[src/rtl/cke_pwr_pkg.sv]
package cke_pwr_pkg;

   localparam int CMD_W = 4;

   typedef enum logic [2:0] {
      PS_RUN  = 3'd0,
      PS_PDN  = 3'd1,
      PS_SREF = 3'd2,
      PS_SRX  = 3'd3,
      PS_SUSP = 3'd4
   } pwr_state_e;

   localparam logic [CMD_W-1:0] CMD_NOP  = 4'b0111;
   localparam logic [CMD_W-1:0] CMD_AREF = 4'b0001;

   typedef struct packed {
      logic quiet;
      logic nop;
      logic aref;
   } cmd_kind_t;

endpackage

[src/rtl/cke_hist_reg.sv]
module cke_hist_reg #(
   parameter logic RESET_LVL = 1'b1
) (
   input  logic clk,
   input  logic rst_n,
   input  logic cke_now,
   output logic cke_last
);
   always_ff @(posedge clk or negedge rst_n) begin
      if (!rst_n) cke_last <= RESET_LVL;
      else        cke_last <= cke_now;
   end
endmodule

[src/rtl/cmd_sorter.sv]
module cmd_sorter
   import cke_pwr_pkg::*;
#(
   parameter bit INHIBIT_IS_QUIET = 1'b1
) (
   input  logic [CMD_W-1:0] cmd,
   output cmd_kind_t        kind
);
   logic inhibit;
   assign inhibit   = cmd[CMD_W-1];
   assign kind.nop  = (cmd == CMD_NOP);
   assign kind.aref = (cmd == CMD_AREF);

   generate
      if (INHIBIT_IS_QUIET) begin : g_inh_quiet
         assign kind.quiet = inhibit | kind.nop;
      end else begin : g_nop_only
         assign kind.quiet = kind.nop;
      end
   endgenerate
endmodule

[src/rtl/srx_wait_timer.sv]
module srx_wait_timer #(
   parameter int TXSR_CYC = 8,
   parameter int MIN_NOPS = 2
) (
   input  logic clk,
   input  logic rst_n,
   input  logic start,
   input  logic tick,
   input  logic is_nop,
   output logic final_edge,
   output logic expiring,
   output logic nops_ok
);
   localparam int CW = $clog2(TXSR_CYC + 1);

   logic [CW-1:0] remain;

   always_ff @(posedge clk or negedge rst_n) begin
      if (!rst_n)                       remain <= '0;
      else if (start)                   remain <= CW'(TXSR_CYC);
      else if (tick && remain != '0)    remain <= remain - CW'(1);
   end

   assign final_edge = (remain <= CW'(1));
   assign expiring   = (remain == CW'(1));

   generate
      if (MIN_NOPS > 0) begin : g_nop_cnt
         localparam int NW = $clog2(MIN_NOPS + 1);
         logic [NW-1:0] seen;
         logic [NW:0]   seen_now;

         assign seen_now = {1'b0, seen} + (NW+1)'(is_nop);
         assign nops_ok  = (seen_now >= (NW+1)'(MIN_NOPS));

         always_ff @(posedge clk or negedge rst_n) begin
            if (!rst_n)                                       seen <= '0;
            else if (start)                                   seen <= '0;
            else if (tick && is_nop && seen != NW'(MIN_NOPS)) seen <= seen + NW'(1);
         end
      end else begin : g_no_nop
         logic unused_nop;
         assign unused_nop = is_nop;
         assign nops_ok    = 1'b1;
      end
   endgenerate
endmodule

[src/rtl/cke_state_fsm.sv]
module cke_state_fsm
   import cke_pwr_pkg::*;
(
   input  logic       clk,
   input  logic       rst_n,
   input  logic       cke_last,
   input  logic       cke_now,
   input  cmd_kind_t  kind,
   input  logic       burst_active,
   input  logic       final_edge,
   input  logic       expiring,
   input  logic       nops_ok,
   output logic       srx_start,
   output logic       srx_tick,
   output pwr_state_e state,
   output logic       err
);
   pwr_state_e nxt;
   logic       bad;
   logic       stay_low, rise, fall, stay_high;

   assign stay_low  = !cke_last && !cke_now;
   assign rise      = !cke_last &&  cke_now;
   assign fall      =  cke_last && !cke_now;
   assign stay_high =  cke_last &&  cke_now;

   always_comb begin
      nxt       = state;
      bad       = 1'b0;
      srx_start = 1'b0;
      srx_tick  = 1'b0;
      unique case (state)
         PS_RUN: begin
            if (fall) begin
               if (burst_active)    nxt = PS_SUSP;
               else if (kind.quiet) nxt = PS_PDN;
               else if (kind.aref)  nxt = PS_SREF;
               else                 bad = 1'b1;
            end else if (!stay_high) begin
               bad = 1'b1;
            end
         end
         PS_PDN: begin
            if (rise && kind.quiet) nxt = PS_RUN;
            else if (!stay_low)     bad = 1'b1;
         end
         PS_SREF: begin
            if (rise && kind.quiet) begin
               nxt       = PS_SRX;
               srx_start = 1'b1;
            end else if (!stay_low) begin
               bad = 1'b1;
            end
         end
         PS_SUSP: begin
            if (rise)           nxt = PS_RUN;
            else if (!stay_low) bad = 1'b1;
         end
         PS_SRX: begin
            srx_tick = 1'b1;
            if (!stay_high || !kind.quiet) begin
               bad = 1'b1;
            end else begin
               if (final_edge && nops_ok) nxt = PS_RUN;
               if (expiring && !nops_ok)  bad = 1'b1;
            end
         end
         default: begin
            nxt = PS_RUN;
            bad = 1'b1;
         end
      endcase
   end

   always_ff @(posedge clk or negedge rst_n) begin
      if (!rst_n) begin
         state <= PS_RUN;
         err   <= 1'b0;
      end else begin
         if (!bad) state <= nxt;
         if (bad)  err   <= 1'b1;
      end
   end
endmodule

[src/rtl/cke_power_tracker.sv]
module cke_power_tracker
   import cke_pwr_pkg::*;
#(
   parameter int TXSR_CYC = 8,
   parameter int MIN_NOPS = 2
) (
   input  logic             clk,
   input  logic             rst_n,
   input  logic             cke,
   input  logic [CMD_W-1:0] cmd,
   input  logic             burst_active,
   output logic [2:0]       pwr_state,
   output logic             cmd_accept,
   output logic             illegal_err
);
   generate
      if (TXSR_CYC < 1) begin : g_bad_txsr
         $error("TXSR_CYC must be at least 1");
      end
      if (MIN_NOPS < 0 || MIN_NOPS > TXSR_CYC) begin : g_bad_nops
         $error("MIN_NOPS must lie between 0 and TXSR_CYC");
      end
   endgenerate

   logic       cke_last;
   cmd_kind_t  kind;
   logic       srx_start, srx_tick;
   logic       final_edge, expiring, nops_ok;
   pwr_state_e state;

   cke_hist_reg #(.RESET_LVL(1'b1)) u_hist (
      .clk      (clk),
      .rst_n    (rst_n),
      .cke_now  (cke),
      .cke_last (cke_last)
   );

   cmd_sorter #(.INHIBIT_IS_QUIET(1'b1)) u_sort (
      .cmd  (cmd),
      .kind (kind)
   );

   srx_wait_timer #(.TXSR_CYC(TXSR_CYC), .MIN_NOPS(MIN_NOPS)) u_timer (
      .clk        (clk),
      .rst_n      (rst_n),
      .start      (srx_start),
      .tick       (srx_tick),
      .is_nop     (kind.nop),
      .final_edge (final_edge),
      .expiring   (expiring),
      .nops_ok    (nops_ok)
   );

   cke_state_fsm u_fsm (
      .clk          (clk),
      .rst_n        (rst_n),
      .cke_last     (cke_last),
      .cke_now      (cke),
      .kind         (kind),
      .burst_active (burst_active),
      .final_edge   (final_edge),
      .expiring     (expiring),
      .nops_ok      (nops_ok),
      .srx_start    (srx_start),
      .srx_tick     (srx_tick),
      .state        (state),
      .err          (illegal_err)
   );

   assign pwr_state  = state;
   assign cmd_accept = (state == PS_RUN);
endmodule

[config.mk]
export PLATFORM = sky130hd
export DESIGN_NAME = cke_power_tracker
export DESIGN_NICKNAME = d
export VERILOG_FILES = /design/src/rtl/cke_pwr_pkg.sv /design/src/rtl/cke_hist_reg.sv /design/src/rtl/cmd_sorter.sv /design/src/rtl/srx_wait_timer.sv /design/src/rtl/cke_state_fsm.sv /design/src/rtl/cke_power_tracker.sv
export SDC_FILE = /design/constraint.sdc
export NUM_CORES = 1
export LEC_CHECK = 0
export BUFFER_PORTS_ARGS = -buffer_cell sky130_fd_sc_hd__buf_2
export CORE_ASPECT_RATIO = 1.5
export CORE_MARGIN = 1
export CORE_UTILIZATION = 25
export DETAILED_ROUTE_END_ITERATION = 16
export PLACE_DENSITY_LB_ADDON = 0.2
export SLEW_MARGIN = 10
export SYNTH_ARGS = -nofsm -noshare
export SYNTH_HDL_FRONTEND = slang
export SYNTH_HIERARCHICAL = 1
export SYNTH_SLANG_ARGS = --single-unit
[constraint.sdc]
create_clock -name clk -period 1.7 [get_ports clk]
set_input_delay 0.17 -clock clk [delete_from_list [all_inputs] [get_ports clk]]
set_output_delay 0.17 -clock clk [all_outputs]
set_load 0.05 [all_outputs]
==> flow_summary.ini, run 1 <==
[status]
run_status = complete, but fails checks
violations = setup timing

[power_and_ir_drop]
ir_worst_vdd_uv = 666.1
switching_power_uw = 818.7
power_density_nw_per_um2 = 1732
seq_power_share = 0.272
total_leakage_power_uw = 0.0004921
comb_power_share = 0.589
p_sw_frac = 0.4388
clock_power_share = 0.140
internal_power_uw = 1047

[die]
floorplan.initialDensity = 0.2616
ios = 13
die-width_um = 48.71
rows = 25
floorplan.die.height_um = 72.07
core_region_area_um2 = 3128
die-area_um2 = 3511

[sta]
final_critical_path_setup_slack_ns = -0.009030
fmaxAchievable_ghz = 0.5851
worst_slew_margin_rel = 0.8071
final-hold-violation-count = 0
tightestPinTransition_ns = 0.2893
number_of_pins_exceeding_their_max_slew_limit_in_the_final_report = 0
setup_viol = 1
layout_min_cycle_time_ns = 1.709
final_min_period_over_clock_period = 1.005
fin_worst_skew_ns = 0.007766
rsz_0062_raised_after_global_routing = true

[placement]
hpwl_um = 1515
finalWeightedCongestion = 0.8497
placed_instances = 149
io_buffers = 12

[setup_path]
cp_top_family = flip-flops
timing.critical_path.from_type = register
cp-end-kind = register
arrival_ns = 1.82
maximum_fanout_along_the_worst_path = 3
critical_path.cell_chain = ha_2, nor3b_1, nand2b_1, a21oi_2, a211oi_2, nand4_2, mux2_4
max_stage_delay_ns = 0.41
crit_type = register to register
worst-r2r-setup-slack_ns = -0.009
critPathRequiredTime_ns = 1.81
crit-reg2reg-capture = u_fsm/state[0]
worstReg2RegStart = u_timer/remain[0]
critPathSlowestCell = dfrtp_1
critical_path_buf_inv_count = 0
timing.reg2reg.worst_path_depth = 7

[global_routing]
grt_util_all_layers = 0.1256
initial_antenna_violation_count = 0
grt_first_pass_wirelength_um = 3312
grt.overflow.total = 0
grt_pass1_vias = 760
grt_max_degree = 12

[layout]
final_cell_count_no_fill = 156
num-fill-cells = 344
flow.area_growth_from_synthesis_pct = 31.65
n_antenna_cell = 0
drive_above_1_share = 0.4310
nNetsFinal = 129
final_core_util = 0.3444

[clocking]
clkTransAtPathRegs_ns = 0.05
cts_inserted_buffers = 3
root_buffer = clkbuf_8
clkLatencyLatePin_ns = 0.24
cts_num_sinks = 11
cts_htree_levels = 1
clockBufferDepth = 2
tritoncts_clock_tree = yes

[synth]
post_synth_xor_area_fraction = 0.02141
postSynthAreaPerCell_um2 = 9.299
postSynthRegisterBits = 11
cells_after_synthesis = 88
yosysMostFrequentCell = dfrtp_1
largest_family_of_logic_cells_by_synthesized_area = simple AND/OR/NAND/NOR gates
synthSimpleGateAreaFrac = 0.2982
synth-main-ff-cell = dfrtp_1
synth_adder_area_share = 0.06116
ys_types = 40
synth_area_um2 = 818.3
fraction_of_synthesized_cell_area_taken_by_the_top_area_cell_type = 0.3058
synth_async_sr_flop_share = 1.000
synth_edf_count = 0
synth-compound-area-share = 0.2018
synth_nets = 100
synth.top_cells.by_area = dfrtp_1 (31%), ha_1 (6.1%), a21oi_1 (4.9%)
synth_sequential_area_ratio = 0.3379
post_synth_most_frequent_cells = dfrtp_1 (10), a21oi_1 (8), nor2_1 (7), inv_1 (6), nand2_1 (6)
synth_warnings = 6
multiplexer_share_of_the_synthesized_area = 0.01835
post-synth-top-area-cell = dfrtp_1

[routing]
routed_wl_um = 1956
first_pass_iters = 4
drc_errors = 0
vias = 751
detail_route.vias_per_cell = 4.814
routed_wire_length_per_instance_um = 12.54
final_antenna_net_count = 0
first_iter_violations = 12

[worst_hold_path]
hold_path_depth = 2
worstHoldStart = cke
min_to = u_hist/cke_last
worst_hold_path_type = input port to register

[run]
maxCapViolCount = 0
## worst max-delay path by stage
stage	cells past startpoint	from	to
after CTS	7	u_timer/remain[0]	u_fsm/state[0]
after global placement	7	cmd[2]	u_fsm/state[0]
after detailed placement	7	cmd[2]	u_fsm/state[0]
final	7	u_timer/remain[0]	u_fsm/state[0]
after floorplan	6	u_fsm/state[2]	u_fsm/state[0]
after global routing	7	u_timer/remain[0]	u_fsm/state[0]
## cells in the final DEF (no fill, tap or decap), types with 2 or more instances in the layout
| cell type | n |
|---|---|
| inv_2 | 3 |
| nor3_1 | 4 |
| clkbuf_8 | 3 |
| o31a_1 | 2 |
| and3_1 | 2 |
| dfrtp_1 | 7 |
| nand2b_1 | 3 |
| buf_4 | 14 |
| xnor2_1 | 2 |
| a211o_1 | 2 |
| nand2_1 | 5 |
| buf_2 | 12 |
| inv_1 | 3 |
| dfrtp_2 | 3 |
| nor2_1 | 7 |
| a21oi_1 | 7 |
| nand3_1 | 3 |
| ha_1 | 3 |
| nor3_2 | 2 |
## registers in the layout (all words and copies together), names as in the netlist
signal / flops
u_hist/cke_last: 1
u_fsm/err: 1
u_fsm/state: 3
u_timer/remain: 4
u_timer/g_nop_cnt.seen: 2
## power groups by stage
stage	clock (µW)	combinational, µW	sequential [µW]
6_report	261	1100	507
5_1_grt	289	1200	528
3_5_place_dp	0	1040	507
3_3_place_gp	0	1020	506
4_1_cts	276	1090	505
2_1_floorplan	0	704	549
## per-stage QoR
stage | hold WS (ns) | total power (µW) | setup WS, ns | setup TNS [ns] | cell area, µm²
CTS | 0.1656 | 1876 | -0.03836 | -0.05563 | 1075
floorplan | -0.1256 | 1252 | -0.1350 | -0.2785 | 828.3
detailed placement | 0.06737 | 1543 | -0.1455 | -0.2099 | 998.5
finish | 0.1754 | 1866 | -0.009030 | -0.009030 | 1077
global placement | 0.06443 | 1527 | -0.1311 | -0.1914 | 998.5
global route | 0.1750 | 2016 | -0.09923 | -0.2769 | 1077
## layout make-up
class	count	area, µm²	share of cell area
well taps	40	50.05	0.04646
multi-input cells	68	504.2	0.4681
flip-flops and latches	11	280.3	0.2602
clock buffers	4	45.04	0.04181
inverters	6	22.52	0.02091
repair buffers	27	175.2	0.1626
## logic make-up after synthesis
kind of cell    after synthesis
compound gates               22
xor+xnor                      2
fa+ha+maj                     4
buf+inv                       9
flops                        11
mux                           1
simple gates                 39
## routing by layer
metal / track usage / wire length (µm)
met1: 0.1308 / 843
met2: 0.2160 / 1005
met3: 0.02516 / 37
met4: 0.1046 / 68
met5: 0 / 0
## repair_timing
action                     4_1_cts  5_1_grt
hold buffers                     1        0
pin swaps                        4        1
setup endpoints to repair        2        4
gates resized for setup          3        2
hold endpoints to repair        10        0
buffers inserted                 2        0
Power figures use the tool's default switching activity.
==> run 2: changes to the inputs <==
--- a/config.mk
+++ b/config.mk
@@ -7,5 +7,5 @@
 export LEC_CHECK = 0
 export BUFFER_PORTS_ARGS = -buffer_cell sky130_fd_sc_hd__buf_2
-export CORE_ASPECT_RATIO = 1.5
+export CORE_ASPECT_RATIO = 0.9
 export CORE_MARGIN = 1
 export CORE_UTILIZATION = 25
==> constraint.sdc (replaced) <==
create_clock -name clk -period 1.7 [get_ports clk]
set_input_delay 0.51 -clock clk [delete_from_list [all_inputs] [get_ports clk]]
set_output_delay 0.51 -clock clk [all_outputs]
set_load 0.05 [all_outputs]
==> flow_summary.ini, run 2 (synthesized netlist as in run 1, its figures left out) <==
[die]
rows = 19
floorplan.initialDensity = 0.2648
floorplan.die.height_um = 56.28
core_region_area_um2 = 3090
die-width_um = 62.31
ios = 13
die-area_um2 = 3506

[placement]
placed_instances = 155
hpwl_um = 1427
finalWeightedCongestion = 0.7654
io_buffers = 12
placed_cell_area_um2 = 1040

[setup_path]
critPathRequiredTime_ns = 1.86
maximum_fanout_along_the_worst_path = 3
critical_path.cell_chain = buf_6, and4b_1, a21o_1, nand2b_4, a21oi_2, a211oi_2, nand4_2, mux2_4
cp_top_family = simple AND/OR/NAND/NOR gates
cp-end-kind = register
arrival_ns = 1.93
timing.critical_path.from_type = input port
critical_path_buf_inv_count = 1
max_stage_delay_ns = 0.32
crit_type = input port to register
worst-r2r-setup-slack_ns = -0.03
critPathSlowestCell = mux2_4

[clocking]
cts_inserted_buffers = 3
clkLatencyLatePin_ns = 0.27
cts_htree_levels = 1
tritoncts_clock_tree = yes
clockBufferDepth = 2
root_buffer = clkbuf_4
cts_num_sinks = 11
clkTransAtPathRegs_ns = 0.08
total_of_hold_buffers_inserted_after_clock_tree_synthesis = 0

[routing]
detail_route.vias_per_cell = 4.840
routed_wl_um = 1875
drc_errors = 0
routed_wire_length_per_instance_um = 11.50
first_pass_iters = 4
final_antenna_net_count = 0
vias = 789
first_iter_violations = 23

[layout]
max_flop_register = u_timer/remain
final_core_util = 0.3789
flow.area_growth_from_synthesis_pct = 43.12
nNetsFinal = 134
final_cell_mix = buf_4 (19), buf_2 (7), nor2_1 (7), dfrtp_1 (7)
largest_reg_flops = 4
postLayoutCellArea_um2 = 1171
drive_above_1_share = 0.4793
mostFrequentLayoutCell = buf_4
final_cell_count_no_fill = 163
n_antenna_cell = 0
leading_registers_by_flop_count = u_timer/remain x4, u_fsm/state x3, u_timer/g_nop_cnt.seen x2

[worst_hold_path]
worst_hold_path_type = input port to asynchronous set/reset pin

[status]
run_status = complete, but fails checks
violations = setup timing

[power_and_ir_drop]
ir_worst_vdd_uv = 393.3
power_density_nw_per_um2 = 1624
total_leakage_power_uw = 0.0005341

[sta]
tightestPinTransition_ns = 0.2605
final_min_period_over_clock_period = 1.039
worst_slew_margin_rel = 0.8259
fin_worst_skew_ns = 0.008806
fmaxAchievable_ghz = 0.5661
layout_min_cycle_time_ns = 1.766
number_of_pins_exceeding_their_max_slew_limit_in_the_final_report = 0
rsz_0062_raised_after_global_routing = true
fin_tns_setup_ns = -0.1267
final_critical_path_setup_slack_ns = -0.06635
setup_viol = 3
final-hold-violation-count = 0

[global_routing]
grt_pass1_vias = 762
initial_antenna_violation_count = 0
grt_first_pass_wirelength_um = 3305
grt.overflow.total = 0
grt_util_all_layers = 0.1217
grt_max_degree = 12

[run]
maxCapViolCount = 0
[run 2: cell types whose count changed in the layout (fill, tap and decap cells not counted), sizes merged]
| cell | before | now |
|---|---|---|
| buf | 26 | 32 |
| dlygate4sd3 | 1 | 0 |
[run 2: worst register-to-register path, delay by kind of cell (launching register included)]
kind,cells,cell delay (ns)
and+or+nand+nor,3,0.40
AOI/OAI and AO/OA,2,0.31
muxes,1,0.32
adders and majority gates,1,0.20
DFF,1,0.40
[run 2: repair_timing]
item,CTS,global route
pin swaps,3,2
endpoints found under the hold margin,0,0
buffers inserted,2,2
setup endpoints to repair,3,6
resized for setup,13,5
[run 2: path summary, 6_finish.rpt]
path | startpoint | end | cells past startpoint
setup / recovery | cmd[3] | u_fsm/state[0] | 8
hold / removal | rst_n | u_fsm/state[0] | 1
setup reg to reg | u_timer/remain[0] | u_fsm/state[0] | 7
hold reg to reg | u_fsm/err | u_fsm/err | 1
max in group asynchronous | rst_n | u_hist/cke_last | 1
min in group clk | u_fsm/err | u_fsm/err | 1
[run 2: report_power, final]
group          internal, µW  switching [µW]  leakage [µW]
Sequential              362             128      0.000129
Clock                  90.8            91.3     0.0000150
Combinational           603             626      0.000390
Total                  1060             845      0.000534
[run 2: layout make-up]
| cell class | count | area (µm²) |
|---|---|---|
| timing repair buffer | 32 | 245.2 |
| sequential | 11 | 280.3 |
| tap | 42 | 52.55 |
| multi-input combinational | 68 | 544.3 |
| clock buffer | 4 | 26.28 |
| fill | 340 | 1919 |
| inverter | 6 | 22.52 |
[run 2: per-layer routing]
metal  global-route usage  wire [µm]
met5                    0          0
met4              0.06645         42
met3              0.03862         58
met2               0.2041        931
met1               0.1378        842
[run 2: per-stage QoR]
step	hold WS [ns]	total power, µW	setup WS (ns)
global route	0.1105	2052	-0.1160
global placement	0.4036	1541	-0.3778
detailed placement	0.4044	1555	-0.3833
finish	0.09524	1901	-0.06635
CTS	0.09810	1860	-0.05548
floorplan	0.2144	1252	-0.1861
